===== src/rtl/npc_pkg.sv =====
package npc_pkg;
  localparam int OPC_W = 4;

  localparam logic [OPC_W-1:0] OPC_BRB = 4'hD;
  localparam logic [OPC_W-1:0] OPC_JMP = 4'hE;
  localparam logic [OPC_W-1:0] OPC_JAL = 4'hF;

  typedef enum logic [1:0] {
    SRC_SEQ = 2'd0,
    SRC_BRN = 2'd1,
    SRC_ABS = 2'd2
  } npc_src_e;
endpackage


===== src/rtl/npc_decode.sv =====
module npc_decode
  import npc_pkg::*;
(
  input  logic [OPC_W-1:0] opcode,
  output npc_src_e         src,
  output logic             is_call
);
  always_comb begin
    src     = SRC_SEQ;
    is_call = 1'b0;
    // jump forms are decoded first so they win over a branch
    if (opcode == OPC_JMP || opcode == OPC_JAL) begin
      src     = SRC_ABS;
      is_call = (opcode == OPC_JAL);
    end else if (opcode == OPC_BRB) begin
      src = SRC_BRN;
    end
  end
endmodule


===== src/rtl/npc_target.sv =====
module npc_target
  import npc_pkg::*;
#(
  parameter int PC_W   = 16,
  parameter int IMM_W  = 8,
  parameter int JMP_W  = 12,
  parameter int DATA_W = 16,
  parameter int STEP   = 2
) (
  input  logic [PC_W-1:0]   pc_cur,
  input  npc_src_e          src,
  input  logic [IMM_W-1:0]  imm,
  input  logic [JMP_W-1:0]  jtarget,
  input  logic [DATA_W-1:0] rs_val,
  input  logic [DATA_W-1:0] brn_val,
  output logic [PC_W-1:0]   pc_next
);
  localparam logic [PC_W-1:0] STEP_V = PC_W'(STEP);

  logic [PC_W-1:0] seq_pc;
  logic [PC_W-1:0] off_ext;
  logic [PC_W-1:0] abs_pc;
  logic            match;

  assign seq_pc  = pc_cur + STEP_V;
  assign off_ext = {{(PC_W-IMM_W){imm[IMM_W-1]}}, imm};
  assign abs_pc  = {{(PC_W-JMP_W){1'b0}}, jtarget};
  assign match   = (rs_val == brn_val);

  always_comb begin
    unique case (src)
      SRC_ABS: pc_next = abs_pc;
      SRC_BRN: pc_next = match ? seq_pc + off_ext : seq_pc;
      default: pc_next = seq_pc;
    endcase
  end
endmodule


===== src/rtl/npc_link.sv =====
module npc_link #(
  parameter int PC_W     = 16,
  parameter int LINK_OFS = 4
) (
  input  logic            clk,
  input  logic            rst,
  input  logic            take,
  input  logic [PC_W-1:0] pc_cur,
  output logic            link_we,
  output logic [PC_W-1:0] link_data
);
  localparam logic [PC_W-1:0] OFS_V = PC_W'(LINK_OFS);

  always_ff @(posedge clk) begin
    if (rst) begin
      link_we   <= 1'b0;
      link_data <= '0;
    end else begin
      link_we <= take;
      if (take) link_data <= pc_cur + OFS_V;
    end
  end

  AST_LINK_AFTER_RESET: assert property (@(posedge clk)
    rst |=> !link_we) else $error("link strobe after reset");
endmodule


===== src/rtl/npc_unit.sv =====
module npc_unit
  import npc_pkg::*;
#(
  parameter int PC_W     = 16,
  parameter int IMM_W    = 8,
  parameter int JMP_W    = 12,
  parameter int DATA_W   = 16,
  parameter int STEP     = 2,
  parameter int LINK_OFS = 4
) (
  input  logic              clk,
  input  logic              rst,
  input  logic              advance,
  input  logic [OPC_W-1:0]  opcode,
  input  logic [IMM_W-1:0]  imm,
  input  logic [JMP_W-1:0]  jtarget,
  input  logic [DATA_W-1:0] rs_val,
  input  logic [DATA_W-1:0] brn_val,
  output logic [PC_W-1:0]   pc,
  output logic              link_we,
  output logic [PC_W-1:0]   link_data
);
  localparam logic [PC_W-1:0] STEP_V = PC_W'(STEP);
  localparam logic [PC_W-1:0] OFS_V  = PC_W'(LINK_OFS);

  npc_src_e        src;
  logic            is_call;
  logic [PC_W-1:0] pc_next;

  npc_decode u_dec (
    .opcode  (opcode),
    .src     (src),
    .is_call (is_call)
  );

  npc_target #(
    .PC_W   (PC_W),
    .IMM_W  (IMM_W),
    .JMP_W  (JMP_W),
    .DATA_W (DATA_W),
    .STEP   (STEP)
  ) u_tgt (
    .pc_cur  (pc),
    .src     (src),
    .imm     (imm),
    .jtarget (jtarget),
    .rs_val  (rs_val),
    .brn_val (brn_val),
    .pc_next (pc_next)
  );

  npc_link #(
    .PC_W     (PC_W),
    .LINK_OFS (LINK_OFS)
  ) u_lnk (
    .clk       (clk),
    .rst       (rst),
    .take      (advance && is_call),
    .pc_cur    (pc),
    .link_we   (link_we),
    .link_data (link_data)
  );

  always_ff @(posedge clk) begin
    if (rst)          pc <= '0;
    else if (advance) pc <= pc_next;
  end

  AST_RESET_ZERO: assert property (@(posedge clk)
    rst |=> pc == '0) else $error("pc not cleared");
  AST_STALL_HOLD: assert property (@(posedge clk) disable iff (rst)
    !advance |=> $stable(pc) && !link_we) else $error("stall moved pc");
  AST_SEQ_STEP: assert property (@(posedge clk) disable iff (rst)
    advance && opcode != OPC_BRB && opcode != OPC_JMP && opcode != OPC_JAL
    |=> pc == $past(pc) + STEP_V) else $error("bad sequential step");
  AST_BRANCH_MISS: assert property (@(posedge clk) disable iff (rst)
    advance && opcode == OPC_BRB && rs_val != brn_val
    |=> pc == $past(pc) + STEP_V) else $error("untaken branch moved");
  AST_JUMP_LOAD: assert property (@(posedge clk) disable iff (rst)
    advance && (opcode == OPC_JMP || opcode == OPC_JAL)
    |=> pc == PC_W'($past(jtarget))) else $error("jump target wrong");
  AST_LINK_SRC: assert property (@(posedge clk) disable iff (rst)
    link_we |-> $past(advance) && $past(opcode) == OPC_JAL) else $error("stray link");
  AST_LINK_VALUE: assert property (@(posedge clk) disable iff (rst)
    link_we |-> link_data == $past(pc) + OFS_V) else $error("link value wrong");
endmodule


===== config.mk =====
export PLATFORM = sky130hd
export DESIGN_NAME = npc_unit
export DESIGN_NICKNAME = d
export VERILOG_FILES = /design/src/rtl/npc_pkg.sv /design/src/rtl/npc_decode.sv /design/src/rtl/npc_target.sv /design/src/rtl/npc_link.sv /design/src/rtl/npc_unit.sv
export SDC_FILE = /design/constraint.sdc
export NUM_CORES = 1
export LEC_CHECK = 0
export BUFFER_PORTS_ARGS = -buffer_cell sky130_fd_sc_hd__buf_4
export CAP_MARGIN = 40
export CORE_ASPECT_RATIO = 0.75
export CORE_MARGIN = 8
export CORE_UTILIZATION = 40
export CTS_BUF_LIST = sky130_fd_sc_hd__clkbuf_4 sky130_fd_sc_hd__clkbuf_8
export CTS_CLUSTER_SIZE = 40
export DETAILED_ROUTE_END_ITERATION = 10
export PLACE_DENSITY = 0.71
export RECOVER_POWER = 25
export SYNTH_ARGS = -nofsm -noshare
export SYNTH_HDL_FRONTEND = slang
export SYNTH_SLANG_ARGS = --single-unit
export TNS_END_PERCENT = 30

===== constraint.sdc =====
create_clock -name clk -period 3.34 [get_ports clk]
set_input_delay 1.002 -clock clk [delete_from_list [all_inputs] [get_ports clk]]
set_output_delay 1.002 -clock clk [all_outputs]
set_load 0.005 [all_outputs]

# == Yosys cells after proc, flatten, opt, wreduce, memory -nomap -nowiden ==
# Index checks and enable logic that the tools add are counted.
# Widths: inputs -> output; s select.
# classes
add_sub_neg,3
muxes,5
reduce_logical,2
n_eq_ne,6
# ops
operator,n
$pmux 16 s2,1
$add 16x16->16,1
$add 16x2->16 const B,1
$add 16x3->16 const B,1
$eq 16x16->1,1
$mux 16,1
$eq 4x4->1 const B,3
$eq 2x1->1 const B,1
$eq 2x2->1 const B,1
$mux 1,2
$mux 2,1
$logic_and 1x1->1,1
$logic_or 1x1->1,1
# totals
ff_bits,33

# == Logic depth before layout (Yosys ltp) ==
# depth
ltp_word,5
depth_mapped,13

# == Hierarchy ==
# Synthesis repeated with hierarchy kept, for this count alone.
# unflattened
cells_unflattened,378
hier_area_um2,3032.9
# modules_own_cells
module,cells_per_inst,seq_area_each_um2,n_inst,area_each_um2
npc_target,225,0.0,1,1586.5
npc_link,97,340.3,1,829.5
npc_unit,53,320.3,1,589.3
npc_decode,3,0.0,1,27.5

# == Least setup slack after synthesis ==
# Ideal clock, no wire load.
# synth_timing
kind,input to register
startpoint,input port imm[0]
endpoint,register pc[14]
path_buffers,0
path_slack_ps,401
cell_stages,9
arrival_ps,2852
path_cell_list,ha_1 > fa_1 > a21oi_1 > nor2_1 > o21ai_0 > o21ai_0 > a221oi_1 > mux2_2 > o31ai_1
# synth_between
elab_chain_cells,3
# synth_rtl
element,line,source
"start, declared",npc_unit.sv:15,"input logic [IMM_W-1:0] imm,"
$add 16x16->16,npc_target.sv:33,SRC_BRN: pc_next = match ? seq_pc + off_ext : seq_pc;
$mux 16,npc_target.sv:33,
$pmux 16 s2,npc_target.sv:31,unique case (src)
"end signal, assigned",npc_unit.sv:66,else if (advance) pc <= pc_next;
"end, declared",npc_unit.sv:19,"output logic [PC_W-1:0] pc,"
# No other way between the ends.
# A chain may end at the register's enable or synchronous reset.

# == Worst setup path in the final report ==
# layout_timing
startpoint,register pc[2]
endpoint,register pc[14]
# layout_between
elab_chain_cells,4
# layout_rtl
element,line,source
$add 16x2->16 *,npc_target.sv:25,assign seq_pc = pc_cur + STEP_V;
$add 16x16->16,npc_target.sv:33,
$mux 16,npc_target.sv:33,
$pmux 16 s2 *,npc_target.sv:31,
# Every way passes the cells marked *; elsewhere a longest branch is shown, timed or not.

==> impl_metrics.csv <==
group,metric,value,unit
grt,track_usage,16.59,%
floorplan,chipHeight,88.07,um
finish,insertedDiodeCount,0,
sta,hold_violations,0,
sta,fmax,0.3225,GHz
power,powerDensity,297.1,nW/um^2
setup_path,startpoint_type,"flip-flop",
grt,use_met1,21.87,%
finish,final_common_cell,"buf_4",
clocking,cts_setup_buffers,0,
route,dr.pass1.iters,4,
hold_path,min_delay_worst_endpoint,"u_lnk.link_data[11]$_SDFFE_PP0P_",
logic_synthesis,async_reset_ff_share,0,%
sta,finalClockSkew,0.005038,ns
sta,period_share,92.85,%
setup_path,regToRegEndpoint,"pc[14]$_SDFFE_PP0P_",
power,total_leakage_power,1.539,nW
setup_path,crit_fanout,6,
setup_path,critical_path.cell_chain,"ha_1 -> and4_1 -> nor2b_1 -> nand3_1 -> xnor2_1 -> ha_1 -> a21oi_1 -> o21ai_0 -> a221oi_1 -> mux2_2 -> o31ai_1",
logic_synthesis,yosys.area.top_type,"dfxtp_1",
logic_synthesis,synthCells,361,
hold_path,hp-class,"flip-flop to flip-flop",
finish,drive_gt1_share,26.61,%
grt,grt.overflow.total,0,
setup_path,r2r_start,"pc[2]$_SDFFE_PP0P_",
logic_synthesis,yosys_warnings,0,
grt,antenna_found_initial,0,
grt,use_met3,4.821,%
clocking,cts_hold_buf,0,
setup_path,critPathCaptureType,"flip-flop",
floorplan,rows,26,
logic_synthesis,ys_seq_area_share,23.85,%
route,via_count,2876,
clocking,cts_max_path_buffers,2,
sta,setup_ws,0.2390,ns
grt,grt_max_degree,35,
floorplan,initial_utilization,40.94,%
route,wl,8.175,mm
outcome,status,"finished clean",
clocking,clkSinkCount,33,
setup_path,crit_arrival,3.30,ns
grt,grt.met2_usage,26.54,%
grt,busiest_layer,"met2",
finish,fin_nets,527,
logic_synthesis,syn_avg_cell_area,7.674,sq um
clocking,clock_tree.root_cell,"clkbuf_8",
setup_path,required,3.54,ns
floorplan,design.portCount,92,
setup_path,crit_path_frequent_cell,"ha_1",
floorplan,die_w,112.1,um
finish,num-fill-cells,652,
sta,setup_viol,0,
logic_synthesis,synth_area_leaders,"dfxtp_1 (24%), xnor2_1 (10%), ha_1 (7.7%)",
sta,maxSlewHeadroom,63.86,%
sta,maxSlewViolCount,0,
route,drtAntennaViolNets,0,
clocking,cts_made_buffers,5,
route,drc,0,
floorplan,die_area,9872,sq um
clocking,clk_pin_slew,0.07,ns
route,drtIter0Drc,136,
placement,dpl.hpwl,6.666,mm
finish,final_cell_mix,"buf_4 (89), nor2_1 (47), nand2_1 (35)",
setup_path,worst-setup-path-type,"flip-flop to flip-flop",
route,wl_per_cell,15.28,um
route,via_per_inst,5.376,
floorplan,core_area,6766,sq um
sta,final.setup.tns,0,ns
setup_path,cpPeakStageDelay,0.40,ns
sta,rsz0062_at_grt,"false",
logic_synthesis,ys_types,48,
logic_synthesis,syn_area,2770,sq um
flow_run,cap_violations,0,
logic_synthesis,yosys.area.top_type_share,23.85,%
hold_path,worstHoldStart,"u_lnk.link_data[11]$_SDFFE_PP0P_",
grt,first_global_vias,2800,
placement,io_buffers,91,
power,vdd_ir_drop_max,0.0001685,V
logic_synthesis,synth_nets,438,
logic_synthesis,synthFlopType,"dfxtp_1",
finish,area_growth,31.35,%
sta,period_minus_slack,3.101,ns
logic_synthesis,ys_ff_latch,33,
clocking,cts_tree,"yes",
setup_path,reg2reg_setup_slack,0.24,ns
hold_path,holdPathStages,2,
sta,tightestPinTransition,0.5421,ns
setup_path,reg2regPathDepth,11,
placement,place_ws,0.03456,ns
grt,grt_pass1_wl,13.56,mm
clocking,worst_skew_pair.late_latency,0.29,ns
clocking,htreeDepth,2,
placement,gp_congestion,0.8688,
setup_path,cpMaxStageDelayCell,"a221oi_1",
logic_synthesis,synth_edf_count,0,
## layer usage
metal | vias up | part of all wire, %
met5 | - | 0
met4 | 0 | 0.83
met3 | 10 | 7.3
met2 | 89 | 44
met1 | 1307 | 48
li1 | 1470 | -
## how the worst max path moves through the flow
| stage | slack (ns) | startpoint | end |
|---|---|---|---|
| finish | 0.24 | pc[2]$_SDFFE_PP0P_ | pc[14]$_SDFFE_PP0P_ |
| global placement | 0.06 | imm[0] | pc[14]$_SDFFE_PP0P_ |
| floorplan | 0.40 | imm[0] | pc[14]$_SDFFE_PP0P_ |
| global route | 0.03 | pc[2]$_SDFFE_PP0P_ | pc[14]$_SDFFE_PP0P_ |
| detailed placement | 0.03 | imm[0] | pc[14]$_SDFFE_PP0P_ |
| CTS | 0.25 | pc[2]$_SDFFE_PP0P_ | pc[14]$_SDFFE_PP0P_ |
## state kept, by name (all words and copies together), names as in the netlist
signal / flops
pc: 16
u_lnk.link_data: 16
u_lnk.link_we: 1
## per-stage QoR
| step | cells | area (sq um) | hold slack (ns) | utilization (%) | total power [mW] |
|---|---|---|---|---|---|
| 2_1_floorplan | 361 | 2770 | 0.4852 | - | 0.6489 |
| 3_3_place_gp | 527 | 3547 | 0.4803 | 52.42 | 0.7820 |
| 3_5_place_dp | 527 | 3547 | 0.4851 | 52.42 | 0.7860 |
| 4_1_cts | 535 | 3633 | 0.5019 | 53.70 | 1.087 |
| 5_1_grt | 535 | 3638 | 0.5249 | 53.77 | 1.146 |
| 6_report | 535 | 3638 | 0.4981 | 53.77 | 1.081 |
## cell families (layout without fill, tap and decap cells)
| kind of cell | Yosys count | count (layout) | synth area share [%] |
|---|---|---|---|
| fa+ha+maj | 18 | 18 | 8.401 |
| flops | 33 | 33 | 23.85 |
| compound gates | 78 | 78 | 19.24 |
| simple gates | 146 | 146 | 25.34 |
| buf+inv | 30 | 120 | 5.149 |
| xor+xnor | 51 | 51 | 16.12 |
| mux | 5 | 5 | 1.897 |
## final cells by class
| class | instances | area, sq um | area share (%) |
|---|---|---|---|
| Timing Repair Buffer | 105 | 784.5 | 21.56 |
| Tap cell | 84 | 105.1 | 2.889 |
| Inverter | 7 | 26.28 | 0.7221 |
| Sequential cell | 33 | 660.6 | 18.16 |
| Multi-Input combinational cell | 298 | 1976 | 54.30 |
| Clock inverter | 2 | 10.01 | 0.2751 |
| Clock buffer | 6 | 76.32 | 2.098 |
## cell usage after synthesis (5+ instances only)
| library cell | number |
|---|---|
| xor2_1 | 19 |
| nor3_1 | 13 |
| nand2_1 | 35 |
| inv_1 | 7 |
| dfxtp_1 | 33 |
| buf_2 | 5 |
| a221oi_1 | 8 |
| nand4_1 | 10 |
| xnor2_1 | 32 |
| ha_1 | 17 |
| o21ai_0 | 16 |
| a211oi_1 | 15 |
| clkbuf_1 | 13 |
| nor2b_1 | 6 |
| nand3_1 | 13 |
| a21oi_1 | 15 |
| nor2_1 | 47 |
| or3_1 | 5 |
## power breakdown
group	switching [mW]	internal, mW
Clock	0.148	0.152
Combinational	0.179	0.174
Sequential	0.0179	0.409
Total	0.345	0.735
## worst max-delay path: cells and delay by family, from the launching register on
kind / cells / cell delay (ns)
fa+ha+maj: 2 / 0.58
mux: 1 / 0.38
xor+xnor: 1 / 0.21
flops: 1 / 0.33
compound gates: 4 / 0.87
simple gates: 3 / 0.64
## timing repair
item / in CTS / in global routing
endpoints found under the hold margin: 0 / 0
endpoints found under the setup margin: 0 / 2
gates resized for setup: 0 / 2
No activity file was read; power rests on OpenSTA's default activity.
